`config.mk`:
```
export PLATFORM = sky130hd
export DESIGN_NAME = brg_csr
export DESIGN_NICKNAME = d
export VERILOG_FILES = /design/src/rtl/brg_csr_pkg.sv /design/src/rtl/brg_sticky_cell.sv /design/src/rtl/brg_ctl_fields.sv /design/src/rtl/brg_irq_gen.sv /design/src/rtl/brg_csr.sv
export SDC_FILE = /design/constraint.sdc
export NUM_CORES = 1
export LEC_CHECK = 0
export BUFFER_PORTS_ARGS = -buffer_cell sky130_fd_sc_hd__buf_2
export CAP_MARGIN = 20
export CORE_MARGIN = 2
export CORE_UTILIZATION = 34
export DETAILED_ROUTE_END_ITERATION = 6
export HOLD_SLACK_MARGIN = 0.1
export PLACE_DENSITY_LB_ADDON = 0.2
export SYNTH_ARGS = -nofsm -noshare
export SYNTH_HDL_FRONTEND = slang
export SYNTH_SLANG_ARGS = --single-unit
```
`constraint.sdc`:
```
create_clock -name clk -period 0.99 [get_ports clk]
set_input_delay 0.0495 -clock clk [delete_from_list [all_inputs] [get_ports clk]]
set_output_delay 0.0495 -clock clk [all_outputs]
set_load 0.05 [all_outputs]
```
`src/rtl/brg_csr_pkg.sv`:
```
package brg_csr_pkg;
  localparam int unsigned CSR_W   = 64;
  localparam int unsigned NUM_EV  = 5;
  localparam int unsigned NUM_FLG = NUM_EV + 1;   // events plus doorbell status

  // bit positions that software decodes
  localparam int unsigned B_PCIRST = 14;
  localparam int unsigned B_ORPHAN = 13;
  localparam int unsigned B_BELSET = 12;
  localparam int unsigned B_BELSTS = 11;
  localparam int unsigned B_PCIERR = 10;
  localparam int unsigned B_WINERR = 9;
  localparam int unsigned B_BUSERR = 8;
  localparam int unsigned B_ORPEN  = 4;
  localparam int unsigned B_ARBEN  = 3;
  localparam int unsigned B_HOST   = 2;
  localparam int unsigned B_BRGEN  = 1;
  localparam int unsigned B_INTEN  = 0;
  localparam int unsigned LT_LSB   = 16;

  // flag cell index -> register bit
  localparam int unsigned FLAG_POS [NUM_FLG] =
    '{B_PCIRST, B_ORPHAN, B_PCIERR, B_WINERR, B_BUSERR, B_BELSTS};

  localparam int unsigned F_PCIRST = 0;
  localparam int unsigned F_ORPHAN = 1;
  localparam int unsigned F_PCIERR = 2;
  localparam int unsigned F_WINERR = 3;
  localparam int unsigned F_BUSERR = 4;
  localparam int unsigned F_BELL   = 5;

  typedef struct packed {
    logic orp_en;
    logic arb_en;
    logic host;
    logic brg_en;
    logic int_en;
  } ctl_bits_t;

  localparam ctl_bits_t CTL_RST = '{orp_en: 1'b1, arb_en: 1'b1, host: 1'b0,
                                    brg_en: 1'b0, int_en: 1'b1};
endpackage

```
`src/rtl/brg_sticky_cell.sv`:
```
module brg_sticky_cell #(
  parameter logic RST_VAL = 1'b0
) (
  input  logic clk,
  input  logic rst_n,
  input  logic set_i,
  input  logic clr_i,
  output logic q_o
);
  // set has priority so that no event is lost to a concurrent clear
  always_ff @(posedge clk or negedge rst_n) begin
    if (!rst_n)      q_o <= RST_VAL;
    else if (set_i)  q_o <= 1'b1;
    else if (clr_i)  q_o <= 1'b0;
  end
endmodule

```
`src/rtl/brg_ctl_fields.sv`:
```
module brg_ctl_fields
  import brg_csr_pkg::*;
#(
  parameter int unsigned LT_W           = 8,
  parameter logic [LT_W-1:0] LT_RST_VAL = 8'h30
) (
  input  logic            clk,
  input  logic            rst_n,
  input  logic            wr_en,
  input  logic [LT_W-1:0] lt_wdata,
  input  ctl_bits_t       ctl_wdata,
  output logic [LT_W-1:0] lt_q,
  output ctl_bits_t       ctl_q
);
  always_ff @(posedge clk or negedge rst_n) begin
    if (!rst_n) begin
      lt_q  <= LT_RST_VAL;
      ctl_q <= CTL_RST;
    end else if (wr_en) begin
      lt_q  <= lt_wdata;
      ctl_q <= ctl_wdata;
    end
  end
endmodule

```
`src/rtl/brg_irq_gen.sv`:
```
module brg_irq_gen (
  input  logic clk,
  input  logic rst_n,
  input  logic int_en,
  input  logic orp_en,
  input  logic orphan,
  input  logic bell,
  input  logic pci_err,
  input  logic win_err,
  input  logic bus_err,
  output logic irq_q
);
  logic orp_req;
  logic any_req;

  // orphan request needs both its own enable and the global enable
  assign orp_req = orphan & orp_en;
  assign any_req = orp_req | bell | pci_err | win_err | bus_err;

  always_ff @(posedge clk or negedge rst_n) begin
    if (!rst_n) irq_q <= 1'b0;
    else        irq_q <= int_en & any_req;
  end
endmodule

```
`src/rtl/brg_csr.sv`:
```
module brg_csr
  import brg_csr_pkg::*;
#(
  parameter int unsigned LT_W           = 8,
  parameter logic [LT_W-1:0] LT_RST_VAL = 8'h30
) (
  input  logic             clk,
  input  logic             rst_n,
  input  logic             wr_en,
  input  logic [CSR_W-1:0] wr_data,
  input  logic             ev_pci_rst,
  input  logic             ev_orphan,
  input  logic             ev_pci_err,
  input  logic             ev_win_err,
  input  logic             ev_bus_err,
  output logic [CSR_W-1:0] rd_data,
  output logic             irq,
  output logic [LT_W-1:0]  lat_timer,
  output logic             host_mode,
  output logic             arb_en,
  output logic             bridge_en
);
  localparam int unsigned LT_MSB = LT_LSB + LT_W - 1;

  logic [NUM_FLG-1:0] flg_set;
  logic [NUM_FLG-1:0] flg_clr;
  logic [NUM_FLG-1:0] flg_q;
  ctl_bits_t          ctl_wr;
  ctl_bits_t          ctl_q;
  logic [LT_W-1:0]    lt_q;
  logic               unused_wr_bits;

  assign unused_wr_bits = ^{wr_data[CSR_W-1:LT_MSB+1], wr_data[15], wr_data[7:5]};

  // set sources: hardware events, plus the doorbell write
  assign flg_set[F_PCIRST] = ev_pci_rst;
  assign flg_set[F_ORPHAN] = ev_orphan;
  assign flg_set[F_PCIERR] = ev_pci_err;
  assign flg_set[F_WINERR] = ev_win_err;
  assign flg_set[F_BUSERR] = ev_bus_err;
  assign flg_set[F_BELL]   = wr_en & wr_data[B_BELSET];

  generate
    for (genvar i = 0; i < NUM_FLG; i++) begin : g_flag
      assign flg_clr[i] = wr_en & wr_data[FLAG_POS[i]];
      brg_sticky_cell #(.RST_VAL(1'b0)) u_cell (
        .clk   (clk),
        .rst_n (rst_n),
        .set_i (flg_set[i]),
        .clr_i (flg_clr[i]),
        .q_o   (flg_q[i])
      );
    end
  endgenerate

  assign ctl_wr.orp_en = wr_data[B_ORPEN];
  assign ctl_wr.arb_en = wr_data[B_ARBEN];
  assign ctl_wr.host   = wr_data[B_HOST];
  assign ctl_wr.brg_en = wr_data[B_BRGEN];
  assign ctl_wr.int_en = wr_data[B_INTEN];

  brg_ctl_fields #(.LT_W(LT_W), .LT_RST_VAL(LT_RST_VAL)) u_ctl (
    .clk       (clk),
    .rst_n     (rst_n),
    .wr_en     (wr_en),
    .lt_wdata  (wr_data[LT_MSB:LT_LSB]),
    .ctl_wdata (ctl_wr),
    .lt_q      (lt_q),
    .ctl_q     (ctl_q)
  );

  brg_irq_gen u_irq (
    .clk     (clk),
    .rst_n   (rst_n),
    .int_en  (ctl_q.int_en),
    .orp_en  (ctl_q.orp_en),
    .orphan  (flg_q[F_ORPHAN]),
    .bell    (flg_q[F_BELL]),
    .pci_err (flg_q[F_PCIERR]),
    .win_err (flg_q[F_WINERR]),
    .bus_err (flg_q[F_BUSERR]),
    .irq_q   (irq)
  );

  always_comb begin
    rd_data = '0;
    rd_data[LT_MSB:LT_LSB] = lt_q;
    for (int i = 0; i < NUM_FLG; i++) rd_data[FLAG_POS[i]] = flg_q[i];
    rd_data[B_ORPEN] = ctl_q.orp_en;
    rd_data[B_ARBEN] = ctl_q.arb_en;
    rd_data[B_HOST]  = ctl_q.host;
    rd_data[B_BRGEN] = ctl_q.brg_en;
    rd_data[B_INTEN] = ctl_q.int_en;
  end

  assign lat_timer = lt_q;
  assign host_mode = ctl_q.host;
  assign arb_en    = ctl_q.arb_en;
  assign bridge_en = ctl_q.brg_en;
endmodule

```
==> load_flow_metrics.sql, run 1 <==
INSERT INTO impl_metrics (metric_group, metric, value, unit) VALUES
('outcome', 'status', 'finished, violations left', ''),
('outcome', 'failed_checks', 'negative setup slack', ''),
('clock_tree', 'buffer_type_at_the_clock_tree_root', 'sky130_fd_sc_hd__clkbuf_8', ''),
('critical_path', 'worst_path_max_delay_cell', 'sky130_fd_sc_hd__dfstp_2', ''),
('routing', 'detail_route.vias_per_cell', '3.570', ''),
('placed_design', 'io_buffer_count', '58', ''),
('clock_tree', 'cts.clk_slew.worst_paths', '0.07', 'ns'),
('clock_tree', 'clkLatencyLatePin', '0.25', 'ns'),
('finish', 'n_antenna_cell', '0', ''),
('routing', 'routedWlPerCell', '9.996', 'um'),
('global_routing', 'grt_pass1_vias', '774', ''),
('routing', 'route.antenna.remaining_nets', '0', ''),
('clock_tree', 'cts-htree-levels', '1', ''),
('finish', 'mostFrequentLayoutCell', 'sky130_fd_sc_hd__buf_2', ''),
('sta', 'period_needed', '1.027', 'ns'),
('floorplan', 'initial_utilization', '35.37', '%'),
('floorplan', 'rows', '22', ''),
('floorplan', 'core_region_area', '3661', 'um^2'),
('flow_run', 'maxCapViolations', '0', ''),
('yosys', 'yosys_cell_types', '11', ''),
('floorplan', 'num_io_pins', '148', ''),
('routing', 'count_of_unresolved_drc_violations_after_routing', '0', ''),
('sta', 'finalSetupViolCount', '8', ''),
('floorplan', 'die-height', '65.72', 'um'),
('power_and_ir_drop', 'post-layout-total-power', '2.918', 'mW'),
('global_routing', 'grt.total_usage', '10.56', '%'),
('critical_path', 'cp-end-kind', 'primary output', ''),
('sta', 'report.final.hold_viol_count', '0', ''),
('finish', 'layout.cells.non_filler', '235', ''),
('critical_path', 'max_stage_delay', '0.58', 'ns'),
('clock_tree', 'cts.sink_count', '20', ''),
('critical_path', 'rr_startpoint', 'g_flag[4].u_cell.q_o', ''),
('yosys', 'syn-instance-count', '115', ''),
('global_routing', 'gr-usage-met3', '3.767', '%'),
('sta', 'setup_ws', '-0.03674', 'ns'),
('yosys', 'fraction_of_post_synthesis_cell_area_in_the_top_cell_type_by_area', '37.10', '%'),
('clock_tree', 'clockBufferDepth', '2', ''),
('clock_tree', 'cts_inserted_buffers', '3', ''),
('clock_tree', 'cts_tree', 'done', ''),
('yosys', 'synth.ff_latch_count', '20', ''),
('floorplan', 'dieWidth', '65.72', 'um'),
('power_and_ir_drop', 'power-per-cell-area', '1620', 'nW/um^2'),
('hold_path', 'worst_hold_path_type', 'in -> async', ''),
('critical_path', 'critPathLaunchType', 'flip-flop', ''),
('yosys', 'post_syn_area_per_cell', '11.26', 'um^2'),
('floorplan', 'fp.dieArea', '4318', 'um^2'),
('global_routing', 'antenna_found_initial', '0', ''),
('critical_path', 'critical-path-top-delay-family', 'flip-flops', ''),
('finish', 'num-fill-cells', '332', ''),
('critical_path', 'worst-path-buf-inv', '1', ''),
('sta', 'final-max-slew-violation-count', '0', ''),
('finish', 'postLayoutCoreUtil', '49.21', '%'),
('routing', 'drt_pass1_iterations', '2', ''),
('critical_path', 'crit_arrival', '0.98', 'ns'),
('global_routing', 'wire_length_of_the_first_global_routing_pass', '3519', 'um'),
('sta', 'fin_tns_setup', '-0.2275', 'ns'),
('critical_path', 'worstSetupStartpoint', 'u_ctl.lt_q[4]', ''),
('yosys', 'synth_area_leader_cell', 'sky130_fd_sc_hd__buf_4', ''),
('placed_design', 'gp_congestion', '0.6527', ''),
('routing', 'detailedRoute.firstIterationViolations', '7', ''),
('finish', 'final_layout_size_suffix_gt1_share', '50.80', '%'),
('global_routing', 'globalRouteMet2Util', '20.83', '%'),
('global_routing', 'global_routing_s_busiest_layer', 'met2', ''),
('placed_design', 'place_hpwl', '1600', 'um'),
('critical_path', 'worst-endpoint-required', '0.94', 'ns'),
('finish', 'final_cell_mix', 'sky130_fd_sc_hd__buf_2 (46), sky130_fd_sc_hd__conb_1 (45), sky130_fd_sc_hd__dlygate4sd3_1 (26)', ''),
('sta', 'max_clock_freq', '974.0', 'MHz'),
('critical_path', 'worst-path-max-fanout', '3', ''),
('critical_path', 'timing.critical_path.cells', 'buf_8', ''),
('finish', 'regArea', '516.7', 'um^2'),
('global_routing', 'globalRoute.totalOverflow', '0', '');
[per-layer routing]
metal,vias up,wire (um)
li1,403,-
met1,382,862
met2,54,1275
met3,0,212
met4,0,0
met5,-,0
[synthesized netlist by cell type]
library cell	instances
sky130_fd_sc_hd__mux2_4	13
sky130_fd_sc_hd__dfstp_2	5
sky130_fd_sc_hd__conb_1	1
sky130_fd_sc_hd__nor4_1	1
sky130_fd_sc_hd__buf_4	64
sky130_fd_sc_hd__a21o_1	5
sky130_fd_sc_hd__dfrtp_1	15
sky130_fd_sc_hd__a22o_1	1
sky130_fd_sc_hd__buf_6	2
sky130_fd_sc_hd__a21boi_0	1
sky130_fd_sc_hd__nand2_1	7
[cell type report]
class	instances	area share (%)
Clock buffer	4	3.056
Multi-Input combinational cell	73	25.35
Sequential cell	20	28.68
Timing Repair Buffer	90	39.58
Tap cell	48	3.333
[repair_timing]
action / CTS / global route
hold endpoints to repair: 39 / 0
endpoints found under the setup margin: 11 / 13
buffers inserted: 0 / 3
hold buffers: 26 / 0
pin swaps: 0 / 1
gates resized for setup: 21 / 15
[final timing paths]
kind | endpoint | slack [ns] | depth (start not counted)
worst max-delay path | lat_timer[4] | -0.04 | 1
worst min-delay path | g_flag[5].u_cell.q_o | 0.27 | 2
worst max register to register | u_irq.irq_q | 0.06 | 2
worst min register to register | g_flag[0].u_cell.q_o | 0.48 | 1
max in group asynchronous | u_ctl.ctl_q[4] | 0.38 | 2
min in group clk | g_flag[1].u_cell.q_o | 0.27 | 4
[sequential cells by signal (all words and copies together) (netlist names)]
register / cells
g_flag.u_cell.q_o: 6
u_ctl.lt_q: 8
u_ctl.ctl_q: 5
u_irq.irq_q: 1
[stage by stage]
stage	hold slack [ns]	worst slack, ns	instance area [um^2]
5_1_grt	0.2773	-0.07634	1802
3_5_place_dp	0.02451	-0.04670	1353
2_1_floorplan	-0.2461	0.01267	1470
3_3_place_gp	0.02258	-0.04480	1353
4_1_cts	0.2660	-0.05717	1737
6_report	0.2721	-0.03674	1802
[power breakdown]
part / switching, mW / leakage, nW / internal (mW)
clock: 0.246 / 0.0288 / 0.353
combinational: 0.954 / 0.701 / 0.385
sequential: 0.0646 / 0.211 / 0.915
total: 1.27 / 0.941 / 1.65
[cell families after synthesis]
kind of cell / synth area share (%)
AOI/OAI and AO/OA: 4.155
buffers and inverters: 38.84
DFF: 39.13
muxes: 15.07
other: 0.2896
and+or+nand+nor: 2.513
Power figures use the tool's default switching activity.
==> run 2: changes to the inputs <==
--- a/config.mk
+++ b/config.mk
@@ -5,10 +5,11 @@
 export SDC_FILE = /design/constraint.sdc
 export NUM_CORES = 1
 export LEC_CHECK = 0
+export ABC_AREA = 1
 export BUFFER_PORTS_ARGS = -buffer_cell sky130_fd_sc_hd__buf_2
 export CAP_MARGIN = 20
 export CORE_MARGIN = 2
-export CORE_UTILIZATION = 34
+export CORE_UTILIZATION = 33
 export DETAILED_ROUTE_END_ITERATION = 6
 export HOLD_SLACK_MARGIN = 0.1
 export PLACE_DENSITY_LB_ADDON = 0.2
==> load_flow_metrics.sql, run 2 <==
INSERT INTO impl_metrics (metric_group, metric, value, unit) VALUES
('clock_tree', 'cts.sink_count', '20', ''),
('finish', 'n_antenna_cell', '0', ''),
('global_routing', 'grt_max_degree', '21', ''),
('critical_path', 'timing.critical_path.cells', 'buf_6', ''),
('yosys', 'synthFlopType', 'sky130_fd_sc_hd__dfrtp_1', ''),
('outcome', 'failed_checks', 'negative setup slack', ''),
('routing', 'route.antenna.remaining_nets', '0', ''),
('critical_path', 'rr_endpoint', 'u_ctl.ctl_q[4]', ''),
('finish', 'final_layout_size_suffix_gt1_share', '33.18', '%'),
('critical_path', 'reg2reg_setup_slack', '0.06', 'ns'),
('critical_path', 'critical_path_class', 'reg -> out', ''),
('sta', 'period_needed', '1.030', 'ns'),
('yosys', 'post_syn_area_per_cell', '8.488', 'um^2'),
('yosys', 'synth.area.top_cells', 'sky130_fd_sc_hd__buf_4 (39%), sky130_fd_sc_hd__dfrtp_1 (30%), sky130_fd_sc_hd__nand2_1 (15%)', ''),
('finish', 'reg_top3', 'u_ctl.lt_q x8, g_flag.u_cell.q_o x6, u_ctl.ctl_q x5', ''),
('floorplan', 'rows', '22', ''),
('yosys', 'summed_instance_area_of_the_synthesized_netlist', '1256', 'um^2'),
('hold_path', 'holdPathEnd', 'u_ctl.ctl_q[3]', ''),
('power_and_ir_drop', 'p_leak', '0.9707', 'nW'),
('global_routing', 'wire_length_of_the_first_global_routing_pass', '3877', 'um'),
('power_and_ir_drop', 'power-per-cell-area', '1616', 'nW/um^2'),
('yosys', 'syn-instance-count', '148', ''),
('yosys', 'synth.yosys.seq_area_share', '40.34', '%'),
('clock_tree', 'clockBufferDepth', '2', ''),
('yosys', 'yosys_warnings', '0', ''),
('floorplan', 'dieWidth', '65.70', 'um'),
('yosys', 'fraction_of_post_synthesis_cell_area_in_the_top_cell_type_by_area', '39.44', '%'),
('routing', 'routedWlPerCell', '9.448', 'um'),
('finish', 'layout.nets', '293', ''),
('critical_path', 'worst_r2r_path_depth', '4', ''),
('flow_run', 'maxCapViolations', '0', ''),
('sta', 'skew', '0.002095', 'ns'),
('critical_path', 'rr_startpoint', 'u_ctl.ctl_q[4]', ''),
('finish', 'num-fill-cells', '392', ''),
('floorplan', 'num_io_pins', '148', ''),
('global_routing', 'globalRoute.totalOverflow', '0', ''),
('yosys', 'netlist_top_cells_count', 'sky130_fd_sc_hd__buf_4 (66), sky130_fd_sc_hd__nand2_1 (50), sky130_fd_sc_hd__dfrtp_1 (15)', ''),
('finish', 'mostFrequentLayoutCell', 'sky130_fd_sc_hd__nand2_1', ''),
('finish', 'regMostFlops', 'u_ctl.lt_q', ''),
('placed_design', 'io_buffer_count', '58', ''),
('sta', 'setup_ws', '-0.04015', 'ns'),
('finish', 'combined_area_of_the_multi_input_logic_cells', '409.1', 'um^2'),
('finish', 'final_cell_mix', 'sky130_fd_sc_hd__nand2_1 (49), sky130_fd_sc_hd__conb_1 (45), sky130_fd_sc_hd__buf_2 (45)', ''),
('global_routing', 'grt.total_usage', '12.00', '%'),
('critical_path', 'max_stage_delay', '0.56', 'ns'),
('routing', 'count_of_unresolved_drc_violations_after_routing', '0', ''),
('sta', 'report.final.hold_viol_count', '0', ''),
('critical_path', 'crit_arrival', '0.98', 'ns'),
('placed_design', 'gp_congestion', '0.6485', ''),
('critical_path', 'critical-path-top-delay-family', 'flip-flops', ''),
('finish', 'area_delta_synth_final', '36.95', '%'),
('hold_path', 'hold_depth', '4', ''),
('yosys', 'async_reset_ff_share', '100.0', '%'),
('routing', 'drt_pass1_iterations', '4', ''),
('yosys', 'synth.ff_latch_count', '20', ''),
('yosys', 'synth_area_leader_cell', 'sky130_fd_sc_hd__buf_4', ''),
('critical_path', 'critPathLaunchType', 'flip-flop', ''),
('floorplan', 'core_region_area', '3661', 'um^2'),
('power_and_ir_drop', 'power.ir.vdd_worst', '507.7', 'uV'),
('yosys', 'most_common_cell_in_the_netlist', 'sky130_fd_sc_hd__buf_4', ''),
('floorplan', 'initial_utilization', '34.31', '%'),
('clock_tree', 'cts_tree', 'done', ''),
('critical_path', 'worst-endpoint-required', '0.94', 'ns'),
('sta', 'fin_tns_setup', '-0.2764', 'ns'),
('clock_tree', 'cts-htree-levels', '1', ''),
('critical_path', 'cp-end-kind', 'primary output', ''),
('clock_tree', 'cts_inserted_buffers', '3', ''),
('sta', 'rsz0062_at_grt', 'true', ''),
('clock_tree', 'cts.clk_slew.worst_paths', '0.07', 'ns'),
('clock_tree', 'clkLatencyLatePin', '0.25', 'ns'),
('sta', 'max_clock_freq', '970.7', 'MHz'),
('yosys', 'post_synth_edffs', '0', ''),
('routing', 'vias', '966', ''),
('global_routing', 'antenna_found_initial', '0', ''),
('critical_path', 'worst-path-buf-inv', '1', ''),
('finish', 'regArea', '506.7', 'um^2'),
('sta', 'finalSetupViolCount', '8', ''),
('routing', 'detailedRoute.firstIterationViolations', '44', ''),
('sta', 'final-max-slew-violation-count', '0', ''),
('floorplan', 'fp.dieArea', '4316', 'um^2'),
('sta', 'finalCritPeriodShare', '104.1', '%'),
('critical_path', 'worst_path_max_delay_cell', 'sky130_fd_sc_hd__dfstp_2', ''),
('finish', 'largest_register_ffs', '8', ''),
('placed_design', 'pre_cts_slack', '0.1480', 'ns'),
('outcome', 'status', 'finished, violations left', ''),
('yosys', 'yosys_cell_types', '10', ''),
('hold_path', 'hold_path.startpoint', 'wr_en', ''),
('critical_path', 'worst-path-max-fanout', '3', ''),
('clock_tree', 'buffer_type_at_the_clock_tree_root', 'sky130_fd_sc_hd__clkbuf_8', ''),
('routing', 'detail_route.vias_per_cell', '3.604', ''),
('routing', 'routed_wl', '2532', 'um'),
('global_routing', 'grt_pass1_vias', '884', ''),
('floorplan', 'die-height', '65.70', 'um'),
('placed_design', 'place_hpwl', '1654', 'um'),
('hold_path', 'worst_hold_path_type', 'in -> reg', ''),
('sta', 'fin_hold_ws', '0.1801', 'ns');
==> run 2: routing by layer <==
layer | part of all wire (%) | vias up | GRT usage (%)
met5 | 0 | - | 0
met2 | 54 | 57 | 22.73
met3 | 8.8 | 2 | 1.712
li1 | - | 481 | -
met4 | 1.1 | 0 | 6.250
met1 | 36 | 426 | 12.62
==> run 2: what timing repair did <==
action / CTS / global route
setup buffers: 2 / 1
hold endpoints to repair: 39 / 0
hold buffers: 28 / 0
setup endpoints to repair: 8 / 14
resized for setup: 18 / 8
pin swaps: 0 / 1
==> run 2: worst max-delay path by stage <==
stage / endpoint / depth (start not counted) / slack (ns) / from
floorplan: rd_data[20] / 1 / 0.01 / u_ctl.lt_q[4]
global placement: rd_data[4] / 1 / 0.15 / u_ctl.ctl_q[4]
detailed placement: rd_data[4] / 1 / 0.15 / u_ctl.ctl_q[4]
CTS: lat_timer[4] / 1 / -0.05 / u_ctl.lt_q[4]
global route: lat_timer[5] / 1 / -0.08 / u_ctl.lt_q[5]
finish: lat_timer[5] / 1 / -0.04 / u_ctl.lt_q[5]
==> run 2: final cells by class <==
type                       count  area share [%]
timing repair buffer          91           39.64
multi-input combinational    103           23.78
sequential                    20           29.45
inverter                       2          0.4364
tap                           48           3.491
clock buffer                   4           3.200
==> run 2: logic make-up (layout without fill, tap and decap cells) <==
| logic type | Yosys count | in the layout | share of synthesized area, % |
|---|---|---|---|
| AO/OA/AOI/OAI | 5 | 5 | 2.988 |
| AND/OR/NAND/NOR | 53 | 53 | 15.94 |
| buffers and inverters | 69 | 97 | 40.44 |
| other | 1 | 45 | 0.2985 |
| flip-flops | 20 | 20 | 40.34 |
==> run 2: metrics by stage <==
stage / cells / util, % / power [mW] / area [um^2]
floorplan: 192 / - / 2.048 / 1421
global placement: 233 / 35.13 / 2.007 / 1286
detailed placement: 233 / 35.13 / 2.011 / 1286
CTS: 267 / 46.27 / 2.778 / 1694
global route: 268 / 46.99 / 2.932 / 1720
finish: 268 / 46.99 / 2.781 / 1720
==> run 2: where the power goes <==
group | total [mW] | switching, mW | internal, mW
Clock | 0.622 | 0.268 | 0.354
Sequential | 0.955 | 0.0548 | 0.900
Combinational | 1.20 | 0.914 | 0.289
Total | 2.78 | 1.24 | 1.54
